### src/rtl/cfmac_pkg.sv
// Shared sizes and control encoding for the cutset-free MAC.
// Assumes OP_W is a power of two of at least 4 and ACC_W >= 2*OP_W.
package cfmac_pkg;
    localparam int OP_W  = 8;
    localparam int ACC_W = 24;
    localparam int LO_W  = 12;

    typedef enum logic [1:0] {
        ST_ACC   = 2'd0,
        ST_FLUSH = 2'd1,
        ST_DONE  = 2'd2
    } cf_state_e;
endpackage

### src/rtl/cfmac_ppgen.sv
// Partial-product generator: row i is op_a shifted left by i, kept only
// where bit i of op_b is set. Rows are zero-extended to the accumulator width.
module cfmac_ppgen #(
    parameter int OP_W  = 8,
    parameter int ACC_W = 24
) (
    input  logic [OP_W-1:0]             a,
    input  logic [OP_W-1:0]             b,
    output logic [OP_W-1:0][ACC_W-1:0]  pp
);
    // form each AND-gated, shifted row
    always_comb begin
        for (int i = 0; i < OP_W; i++) begin
            pp[i] = b[i] ? (ACC_W'(a) << i) : '0;
        end
    end
endmodule

### src/rtl/cfmac_comp42_row.sv
// One row of 4:2 compressors. It turns four addends into a sum row and a
// carry row (already weighted by two) with the same total modulo 2^W.
// The lateral carry runs one bit to the left, and its top bit drops out.
module cfmac_comp42_row #(
    parameter int W = 24
) (
    input  logic [W-1:0] x0,
    input  logic [W-1:0] x1,
    input  logic [W-1:0] x2,
    input  logic [W-1:0] x3,
    output logic [W-1:0] s,
    output logic [W-1:0] c
);
    logic [W-1:0] t;
    logic [W-1:0] lat;

    // per-bit compressor cells
    always_comb begin
        lat[0] = 1'b0;
        c[0]   = 1'b0;
        for (int i = 0; i < W; i++) begin
            t[i] = x0[i] ^ x1[i] ^ x2[i];
            s[i] = t[i] ^ x3[i] ^ lat[i];
            if (i < W-1) begin
                lat[i+1] = (x0[i] & x1[i]) | (x0[i] & x2[i]) | (x1[i] & x2[i]);
                c[i+1]   = (t[i] & x3[i]) | (t[i] & lat[i]) | (x3[i] & lat[i]);
            end
        end
    end
endmodule

### src/rtl/cfmac_tree.sv
// Column-addition tree: halves the row count on each level with 4:2
// compressor rows until two rows remain. Assumes OP_W is a power of two >= 4.
module cfmac_tree #(
    parameter int OP_W  = 8,
    parameter int ACC_W = 24
) (
    input  logic [OP_W-1:0][ACC_W-1:0] pp,
    output logic [ACC_W-1:0]           row_s,
    output logic [ACC_W-1:0]           row_c
);
    localparam int LVLS = $clog2(OP_W) - 1;

    wire [ACC_W-1:0] rows [LVLS+1][OP_W];

    for (genvar i = 0; i < OP_W; i++) begin : g_in
        assign rows[0][i] = pp[i];
    end

    for (genvar l = 0; l < LVLS; l++) begin : g_lvl
        localparam int NOUT = OP_W >> (l + 1);
        for (genvar g = 0; g < NOUT/2; g++) begin : g_cmp
            cfmac_comp42_row #(.W(ACC_W)) u_row (
                .x0 (rows[l][4*g]),
                .x1 (rows[l][4*g+1]),
                .x2 (rows[l][4*g+2]),
                .x3 (rows[l][4*g+3]),
                .s  (rows[l+1][2*g]),
                .c  (rows[l+1][2*g+1])
            );
        end
        for (genvar j = NOUT; j < OP_W; j++) begin : g_pad
            assign rows[l+1][j] = '0;
        end
    end

    assign row_s = rows[LVLS][0];
    assign row_c = rows[LVLS][1];
endmodule

### src/rtl/cfmac_split_acc.sv
// Accumulator with merged addition. A 3:2 stage folds the two tree rows into
// the stored sum. The carry-propagate adder is split at LO_W: the carry out of
// the low half goes into a register and enters the high half on the next
// cycle. The stored sum plus pend_q*2^LO_W always equals the true total.
module cfmac_split_acc #(
    parameter int ACC_W = 24,
    parameter int LO_W  = 12
) (
    input  logic             clk,
    input  logic             rst_n,
    input  logic             clr,
    input  logic [ACC_W-1:0] row_s,
    input  logic [ACC_W-1:0] row_c,
    output logic [ACC_W-1:0] acc_q,
    output logic             pend_q
);
    localparam int HI_W = ACC_W - LO_W;

    logic [ACC_W-1:0] s3, c3;
    logic [ACC_W-2:0] mj;
    logic [LO_W:0]    lo_sum;
    logic [HI_W-1:0]  hi_sum;

    // 3:2 merge of the stored sum with both tree rows
    always_comb begin
        s3 = acc_q ^ row_s ^ row_c;
        mj = (acc_q[ACC_W-2:0] & row_s[ACC_W-2:0]) |
             (acc_q[ACC_W-2:0] & row_c[ACC_W-2:0]) |
             (row_s[ACC_W-2:0] & row_c[ACC_W-2:0]);
        c3 = {mj, 1'b0};
    end

    // split carry-propagate adder; the high half takes last cycle's carry
    always_comb begin
        lo_sum = {1'b0, s3[LO_W-1:0]} + {1'b0, c3[LO_W-1:0]};
        hi_sum = s3[ACC_W-1:LO_W] + c3[ACC_W-1:LO_W] + HI_W'(pend_q);
    end

    // accumulator and pending-carry registers
    always_ff @(posedge clk) begin
        if (!rst_n || clr) begin
            acc_q  <= '0;
            pend_q <= 1'b0;
        end else begin
            acc_q  <= {hi_sum, lo_sum[LO_W-1:0]};
            pend_q <= lo_sum[LO_W];
        end
    end

    // two zero rows leave no new boundary carry behind
    a_r6_zero_rows_drain: assert property (@(posedge clk) disable iff (!rst_n)
        (row_s == '0 && row_c == '0) |=> (pend_q == 1'b0));

    // a clear empties both the sum and the pending carry
    a_r7_clear_empties: assert property (@(posedge clk) disable iff (!rst_n)
        clr |=> (acc_q == '0 && pend_q == 1'b0));
endmodule

### src/rtl/cfmac_top.sv
// Cutset-free pipelined MAC top. It gates the operands, builds partial
// products, reduces them to two rows and merges them into the split
// accumulator. A small sequencer runs one flush cycle after the last pair,
// shows the exact sum for one cycle, and clears it.
// Assumes in_last is meaningful only with in_valid.
module cfmac_top
    import cfmac_pkg::*;
#(
    parameter int OP_W  = cfmac_pkg::OP_W,
    parameter int ACC_W = cfmac_pkg::ACC_W,
    parameter int LO_W  = cfmac_pkg::LO_W
) (
    input  logic             clk,
    input  logic             rst_n,
    input  logic             in_valid,
    input  logic [OP_W-1:0]  op_a,
    input  logic [OP_W-1:0]  op_b,
    input  logic             in_last,
    output logic [ACC_W-1:0] result,
    output logic             result_valid
);
    cf_state_e                 state_q;
    logic                      take;
    logic [OP_W-1:0]           a_g, b_g;
    logic [OP_W-1:0][ACC_W-1:0] pp;
    logic [ACC_W-1:0]          row_s, row_c;
    logic                      pend;

    // accept operands only while accumulating; zero them otherwise
    always_comb begin
        take = in_valid && (state_q == ST_ACC);
        a_g  = take ? op_a : '0;
        b_g  = take ? op_b : '0;
    end

    // sequencer: accumulate, then one flush cycle, then one result cycle
    always_ff @(posedge clk) begin
        if (!rst_n) begin
            state_q <= ST_ACC;
        end else begin
            case (state_q)
                ST_ACC:   if (take && in_last) state_q <= ST_FLUSH;
                ST_FLUSH: state_q <= ST_DONE;
                default:  state_q <= ST_ACC;
            endcase
        end
    end

    cfmac_ppgen #(.OP_W(OP_W), .ACC_W(ACC_W)) u_pp (
        .a  (a_g),
        .b  (b_g),
        .pp (pp)
    );

    cfmac_tree #(.OP_W(OP_W), .ACC_W(ACC_W)) u_tree (
        .pp    (pp),
        .row_s (row_s),
        .row_c (row_c)
    );

    cfmac_split_acc #(.ACC_W(ACC_W), .LO_W(LO_W)) u_acc (
        .clk    (clk),
        .rst_n  (rst_n),
        .clr    (state_q == ST_DONE),
        .row_s  (row_s),
        .row_c  (row_c),
        .acc_q  (result),
        .pend_q (pend)
    );

    assign result_valid = (state_q == ST_DONE);

    // the result pulse lasts exactly one cycle
    a_r3_single_pulse: assert property (@(posedge clk) disable iff (!rst_n)
        result_valid |=> !result_valid);

    // the flush cycle is followed directly by the result cycle
    a_r3_flush_then_result: assert property (@(posedge clk) disable iff (!rst_n)
        (state_q == ST_FLUSH) |=> result_valid);

    // no carry is still pending while the result is shown
    a_r2_no_pending_at_result: assert property (@(posedge clk) disable iff (!rst_n)
        result_valid |-> (pend == 1'b0));

    // without in_valid the unit keeps accumulating
    a_r9_last_needs_valid: assert property (@(posedge clk) disable iff (!rst_n)
        (state_q == ST_ACC && !in_valid) |=> (state_q == ST_ACC));
endmodule

### config.mk
export PLATFORM = sky130hd
export DESIGN_NAME = cfmac_top
export DESIGN_NICKNAME = d
export VERILOG_FILES = /design/src/rtl/cfmac_pkg.sv /design/src/rtl/cfmac_ppgen.sv /design/src/rtl/cfmac_comp42_row.sv /design/src/rtl/cfmac_tree.sv /design/src/rtl/cfmac_split_acc.sv /design/src/rtl/cfmac_top.sv
export SDC_FILE = /design/constraint.sdc
export NUM_CORES = 1
export LEC_CHECK = 0
export ABC_AREA = 0
export BUFFER_PORTS_ARGS = -buffer_cell sky130_fd_sc_hd__buf_2
export CAP_MARGIN = 30
export CORE_MARGIN = 2
export CORE_UTILIZATION = 35
export DETAILED_ROUTE_END_ITERATION = 10
export PLACE_DENSITY = 0.5
export SYNTH_ARGS = -nofsm -noshare
export SYNTH_HDL_FRONTEND = slang
export SYNTH_SLANG_ARGS = --single-unit
### constraint.sdc
create_clock -name clk -period 8.3 [get_ports clk]
set_input_delay 0.415 -clock clk [delete_from_list [all_inputs] [get_ports clk]]
set_output_delay 0.415 -clock clk [all_outputs]
set_load 0.005 [all_outputs]
# Yosys cells after proc, flatten, opt, wreduce, memory -nomap -nowiden
# Index checks and enable logic that the tools add are counted.
[op_classes] n_addsub=3 eq_ne=3 muxes=12 bitwise_logic=963 reduce_logical=5
[op_table] op="1-bit AND" n=289
[op_table] op="1-bit OR" n=268
[op_table] op="1-bit XOR" n=209
[op_table] op="23-bit AND" n=3
[op_table] op="1-bit AND, both inputs constant" n=68
[op_table] op="24-bit XOR" n=2
[op_table] op="23-bit OR" n=2
[op_table] op="1-bit XOR, second input constant" n=46
[op_table] op="1-bit AND, first input constant" n=28
[op_table] op="1-bit XOR, both inputs constant" n=26
[op_table] op="8-bit two-way mux" n=3
[op_table] op="1-bit AND, second input constant" n=20
[op_table] op="15-bit two-way mux" n=1
[op_table] op="14-bit two-way mux" n=1
[op_table] op="12-bit by 12-bit adder with 13-bit output" n=1
[op_table] op="13-bit two-way mux" n=1
[op_table] op="12-bit by 1-bit adder with 12-bit output" n=1
[op_table] op="12-bit adder" n=1
[op_table] op="12-bit two-way mux" n=1
[op_table] op="11-bit two-way mux" n=1
[op_table] op="10-bit two-way mux" n=1
[op_table] op="9-bit two-way mux" n=1
[op_table] op="2-bit case mux with 2 select lines" n=1
[op_table] op="2-bit by 1-bit equality test with 1-bit output, second input constant" n=1
[op_table] op="other kinds (8)" n=10
[totals] reg_bits=27 output_inout_bits=25

# Longest topological paths before layout
[logic_depth] depth_word=21 ltp_mapped=20 depth_no_buf=18

# Modules after synthesis
# A second synthesis with hierarchy kept.
[hier_totals] cells_unflattened=585 hier_area_um2=6641.4
[by_module_without_submodules] mod="cfmac_comp42_row" instances=3 cells_each=51 area_per_inst_um2=964.7
[by_module_without_submodules] mod="cfmac_split_acc" instances=1 cells_each=216 area_per_inst_um2=2170.8
[by_module_without_submodules] mod="cfmac_ppgen" instances=1 cells_each=193 area_per_inst_um2=1365.1
[by_module_without_submodules] mod="cfmac_top" instances=1 cells_each=23 area_per_inst_um2=211.5

# Worst setup path before layout
# Ideal clock, no wire load.
[synth_path] path_kind="input to register" from="in in_valid" to="reg u_acc.acc_q[20]" arrival_time_ns=5.052 required_ns=8.183 setup_slack_ns=3.131 path_stages=17 path_cell_list="nor3b_1 > buf_2 > clkbuf_1 > nand3_1 > fa_1 > fa_1 > inv_1 > fa_1 > fa_1 > fa_1 > fa_1 > fa_1 > a211oi_1 > nor2_1 > o2111ai_1 > xor2_1 > nor2_1"
[synth_via] elab_chain_len=20 word_cells_on_any_way=210 classes_between="2 x add/sub; 10 x mux; 197 x bitwise; 1 x reduce/logical"
[synth_lines] item="from (decl)" line="cfmac_top.sv:15" rtl="input logic in_valid,"
[synth_lines] item="1-bit logical AND (*)" line="cfmac_top.sv:31" rtl="take = in_valid && (state_q == ST_ACC);"
[synth_lines] item="8-bit two-way mux, on equally long branches" line="cfmac_top.sv:32, cfmac_top.sv:33"
[synth_lines] item="8-bit two-way mux, or another cell as far along" line="cfmac_ppgen.sv:14" rtl="pp[i] = b[i] ? (ACC_W'(a) << i) : '0;"
[synth_lines] item="1-bit AND" line="cfmac_comp42_row.sv:25" rtl="lat[i+1] = (x0[i] & x1[i]) | (x0[i] & x2[i]) | (x1[i] & x2[i]);"
[synth_lines] item="1-bit OR (2 in a row)" line="cfmac_comp42_row.sv:25"
[synth_lines] item="1-bit AND" line="cfmac_comp42_row.sv:26" rtl="c[i+1] = (t[i] & x3[i]) | (t[i] & lat[i]) | (x3[i] & lat[i]);"
[synth_lines] item="1-bit OR (2 in a row)" line="cfmac_comp42_row.sv:26"
[synth_lines] item="1-bit AND" line="cfmac_comp42_row.sv:25"
[synth_lines] item="1-bit OR (2 in a row)" line="cfmac_comp42_row.sv:25"
[synth_lines] item="1-bit AND" line="cfmac_comp42_row.sv:26"
[synth_lines] item="1-bit OR (2 in a row)" line="cfmac_comp42_row.sv:26"
[synth_lines] item="23-bit AND" line="cfmac_split_acc.sv:28" rtl="(acc_q[ACC_W-2:0] & row_c[ACC_W-2:0]) |"
[synth_lines] item="23-bit OR" line="cfmac_split_acc.sv:27" rtl="mj = (acc_q[ACC_W-2:0] & row_s[ACC_W-2:0]) |"
[synth_lines] item="23-bit OR" line="cfmac_split_acc.sv:28"
[synth_lines] item="12-bit adder (*)" line="cfmac_split_acc.sv:36" rtl="hi_sum = s3[ACC_W-1:LO_W] + c3[ACC_W-1:LO_W] + HI_W'(pend_q);"
[synth_lines] item="12-bit by 1-bit adder with 12-bit output (*)" line="cfmac_split_acc.sv:36"
[synth_lines] item="to (signal assigned)" line="cfmac_split_acc.sv:45" rtl="acc_q <= {hi_sum, lo_sum[LO_W-1:0]};"
[synth_lines] item="to (decl)" line="cfmac_split_acc.sv:14" rtl="output logic [ACC_W-1:0] acc_q,"
# Every way passes the cells marked *; elsewhere a longest branch is shown, timed or not.
# A chain may end at the register's enable or synchronous reset.

# Worst setup path after layout
[layout_path] from="reg state_q[1]" to="reg u_acc.acc_q[20]"
[layout_via] elab_chain_len=21 word_cells_on_any_way=213 classes_between="2 x add/sub; 1 x eq/ne; 10 x mux; 197 x bitwise; 3 x reduce/logical"
[layout_lines] item="from (decl)" line="cfmac_top.sv:22" rtl="cf_state_e state_q;"
[layout_lines] item="from (signal assigned)" line="cfmac_top.sv:39" rtl="state_q <= ST_ACC;"
[layout_lines] item="from (signal assigned)" line="cfmac_top.sv:42" rtl="ST_ACC: if (take && in_last) state_q <= ST_FLUSH;"
[layout_lines] item="from (signal assigned)" line="cfmac_top.sv:43" rtl="ST_FLUSH: state_q <= ST_DONE;"
[layout_lines] item="2-bit logical NOT" line="cfmac_top.sv:31"
[layout_lines] item="1-bit logical AND" line="cfmac_top.sv:31"
[layout_lines] item="8-bit two-way mux, on equally long branches" line="cfmac_top.sv:32, cfmac_top.sv:33"
[layout_lines] item="8-bit two-way mux, or another cell as far along" line="cfmac_ppgen.sv:14"
[layout_lines] item="1-bit AND" line="cfmac_comp42_row.sv:25"
[layout_lines] item="1-bit OR (2 in a row)" line="cfmac_comp42_row.sv:25"
[layout_lines] item="1-bit AND" line="cfmac_comp42_row.sv:26"
[layout_lines] item="1-bit OR (2 in a row)" line="cfmac_comp42_row.sv:26"
[layout_lines] item="1-bit AND" line="cfmac_comp42_row.sv:25"
[layout_lines] item="1-bit OR (2 in a row)" line="cfmac_comp42_row.sv:25"
[layout_lines] item="1-bit AND" line="cfmac_comp42_row.sv:26"
[layout_lines] item="1-bit OR (2 in a row)" line="cfmac_comp42_row.sv:26"
[layout_lines] item="23-bit AND" line="cfmac_split_acc.sv:28"
[layout_lines] item="23-bit OR" line="cfmac_split_acc.sv:27"
[layout_lines] item="23-bit OR" line="cfmac_split_acc.sv:28"
[layout_lines] item="12-bit adder" line="cfmac_split_acc.sv:36"
[layout_lines] item="12-bit by 1-bit adder with 12-bit output" line="cfmac_split_acc.sv:36"
# Parallel ways exist; a longest one is shown, timed or not.

==> reports/metrics.cfg <==
[clock_network]
clock_latency_ns = 0.28
numClockSinks = 27
clockBufferDepth = 2
postCtsSetupBuffers = 0
cts.repair.resized = 0
cts_htree_levels = 1
cts-buffers-inserted = 3
cts_tree = yes
cts.clk_slew.worst_paths_ns = 0.10
cts_hold_buf = 0
cts-root-buf = clkbuf_8

[route]
dr.pass1.iters = 4
vias_per_cell = 5.13
drc = 0
drtIter0Drc = 101
wire_per_inst_um = 14.3
ant_nets = 0
routed_wirelength_mm = 7.09
vias = 2550

[sta]
finalCritPeriodShare_pct = 63.6
finalHoldViolCount = 0
max_freq_mhz = 189
slew_viol_final = 0
worst_slack_ns = 3.02
slew_headroom_pct = 50.8
worstMarginPinSlew_ns = 0.737
skew_ns = 0.00483
finalCriticalPeriod_ns = 5.28
rsz0062_at_grt = no
setup_viol = 0
fin_tns_setup_ns = 0

[worst_setup_path]
crit_type = flop to flop
arrival_ns = 5.44
startpoint = state_q[1]
cp-end-kind = flop
crit_required_ns = 8.46
crit_fanout = 65
r2r_start = state_q[1]
start_kind = flop
rrSetupSlack_ns = 3.02

[min_path]
hold_class = input pin to flop
hold_start = in_last

[power]
ir_drop_mv = 0.107
combPwrFrac_pct = 63.3
p_leak_nw = 2.11
power-per-cell-area_mw_per_mm2 = 193
clkPwrFrac_pct = 11.6
seq_power_share_pct = 25.1
p_sw_w = 0.000317
p_int_w = 0.000395
p_sw_share_pct = 44.5

[grt]
grt_pass1_vias = 2637
grt_max_degree = 66
antenna_found_initial = 0
grt_pass1_wl_mm = 12.3
grt_use_total_pct = 14.9
overflow = 0

[die]
ios = 45
die_area_mm2 = 0.0102
start_util_pct = 35.9
rows = 35
die_width_um = 101
die_h_um = 101
core_area_mm2 = 0.00920

[synth]
synth.avg_cell_area_um2 = 9.51
synth_top_area_share_pct = 30.9
yosys.area.top_type = fa_1
synth_nets = 452
yosys_register_bits = 27
synth_cell_types = 33
seq_area_frac_synth_pct = 16.4
syn_area_mm2 = 0.00330
synth_cells = 347
yosys_warnings = 0
synthTopCellsByArea = fa_1 (31%), dfxtp_1 (16%), ha_1 (13%)

[layout]
regArea_um2 = 541
fin_nets = 492
layout_commonest_cell = and3_1
drive_gt1_share_pct = 15.3
antenna_cells = 0
multi_input_area_mm2 = 0.00251
num-fill-cells = 971
area_growth_pct = 11.5
final_cell_mix = and3_1 (58), inv_1 (56), fa_1 (51)

[run_status]
run_status = completed

[place]
preCtsSetupSlack_ns = 2.87
hpwl_mm = 5.76
port_buffers = 44
place_congestion = 0.793

[flow_run]
max_cap_violations = 0

==> through the flow <==
stage | hold slack [ns] | cell area, µm² | util [%] | std cells | total power, W
CTS | 0.339 | 3680 | 40.0 | 497 | 0.000728
floorplan | 0.412 | 3300 | - | 347 | 0.000522
detailed placement | 0.446 | 3630 | 39.5 | 493 | 0.000638
finish | 0.347 | 3680 | 40.0 | 497 | 0.000711
global placement | 0.437 | 3630 | 39.5 | 493 | 0.000635
global route | 0.358 | 3680 | 40.0 | 497 | 0.000797
==> cell families (layout without fill, tap and decap cells) <==
| group | Yosys count | in the layout | share of synthesized area [%] |
|---|---|---|---|
| buffers and inverters | 66 | 105 | 7.62 |
| XOR/XNOR | 13 | 13 | 3.45 |
| multiplexers | 1 | 1 | 0.455 |
| adder cells (fa/ha/maj) | 85 | 85 | 43.8 |
| AND/OR/NAND/NOR | 112 | 112 | 18.5 |
| AO/OA/AOI/OAI | 43 | 43 | 9.71 |
| flip-flops | 27 | 27 | 16.4 |
==> worst max-delay path, cell delays in order, from the launching register on <==
cell       delay [ns]
dfxtp_1          0.34
nor3b_2          0.17
buf_4            0.44
nand3_1          0.19
fa_1             0.53
fa_1             0.54
inv_1            0.05
fa_1             0.37
fa_1             0.38
fa_1             0.45
fa_1             0.43
fa_1             0.44
a211oi_1         0.25
nor2_1           0.13
o2111ai_1        0.22
xor2_1           0.16
nor2_1           0.05
==> path summary, 6_finish.rpt <==
kind                            cells past startpoint               to
worst min-delay path                                2       state_q[0]
worst max-delay path                               16  u_acc.acc_q[20]
worst max register to register                     16  u_acc.acc_q[20]
worst min register to register                      2       state_q[1]
==> cells in the mapped netlist (all sizes together) <==
cell / n
xnor2: 3
buf: 3
inv: 56
o21bai: 2
a21oi: 7
o2111ai: 2
clkbuf: 7
nor3: 7
mux2: 1
and4: 1
nand4: 2
nor2: 22
nor2b: 1
nand2b: 1
a221oi: 1
nand2: 4
xor2: 10
o211ai: 3
nor3b: 1
a31o: 2
nand3: 15
o21a: 3
and3: 58
a21o: 9
a211oi: 8
o21ai: 6
fa: 51
ha: 34
dfxtp: 27
==> cell type report <==
| type | count | area share [%] |
|---|---|---|
| Clock buffer | 3 | 1.12 |
| Clock inverter | 1 | 0.238 |
| Inverter | 56 | 5.71 |
| Multi-Input combinational cell | 254 | 68.3 |
| Sequential cell | 27 | 14.7 |
| Tap cell | 111 | 3.77 |
| Timing Repair Buffer | 45 | 6.19 |
==> power by group through the flow <==
stage	Sequential (W)	Clock, W	Combinational, W
final	0.000179	0.0000828	0.000450
after global routing	0.000183	0.0000915	0.000523
after CTS	0.000180	0.0000882	0.000460
after detailed placement	0.000182	0	0.000456
after global placement	0.000182	0	0.000453
after floorplan	0.000180	0	0.000342
==> state kept, by name (all words and copies together) (netlist names) <==
signal,flops
u_acc.acc_q,24
u_acc.pend_q,1
state_q,2
==> layer usage <==
metal	global-route usage, %	up-vias	part of all wire [%]
met1	20.2	1276	45
met2	26.0	32	52
li1	-	1240	-
met3	2.08	2	2.6
met4	1.77	0	0.18
met5	0	-	0
Note: power is estimated with default switching activity, not from simulation.
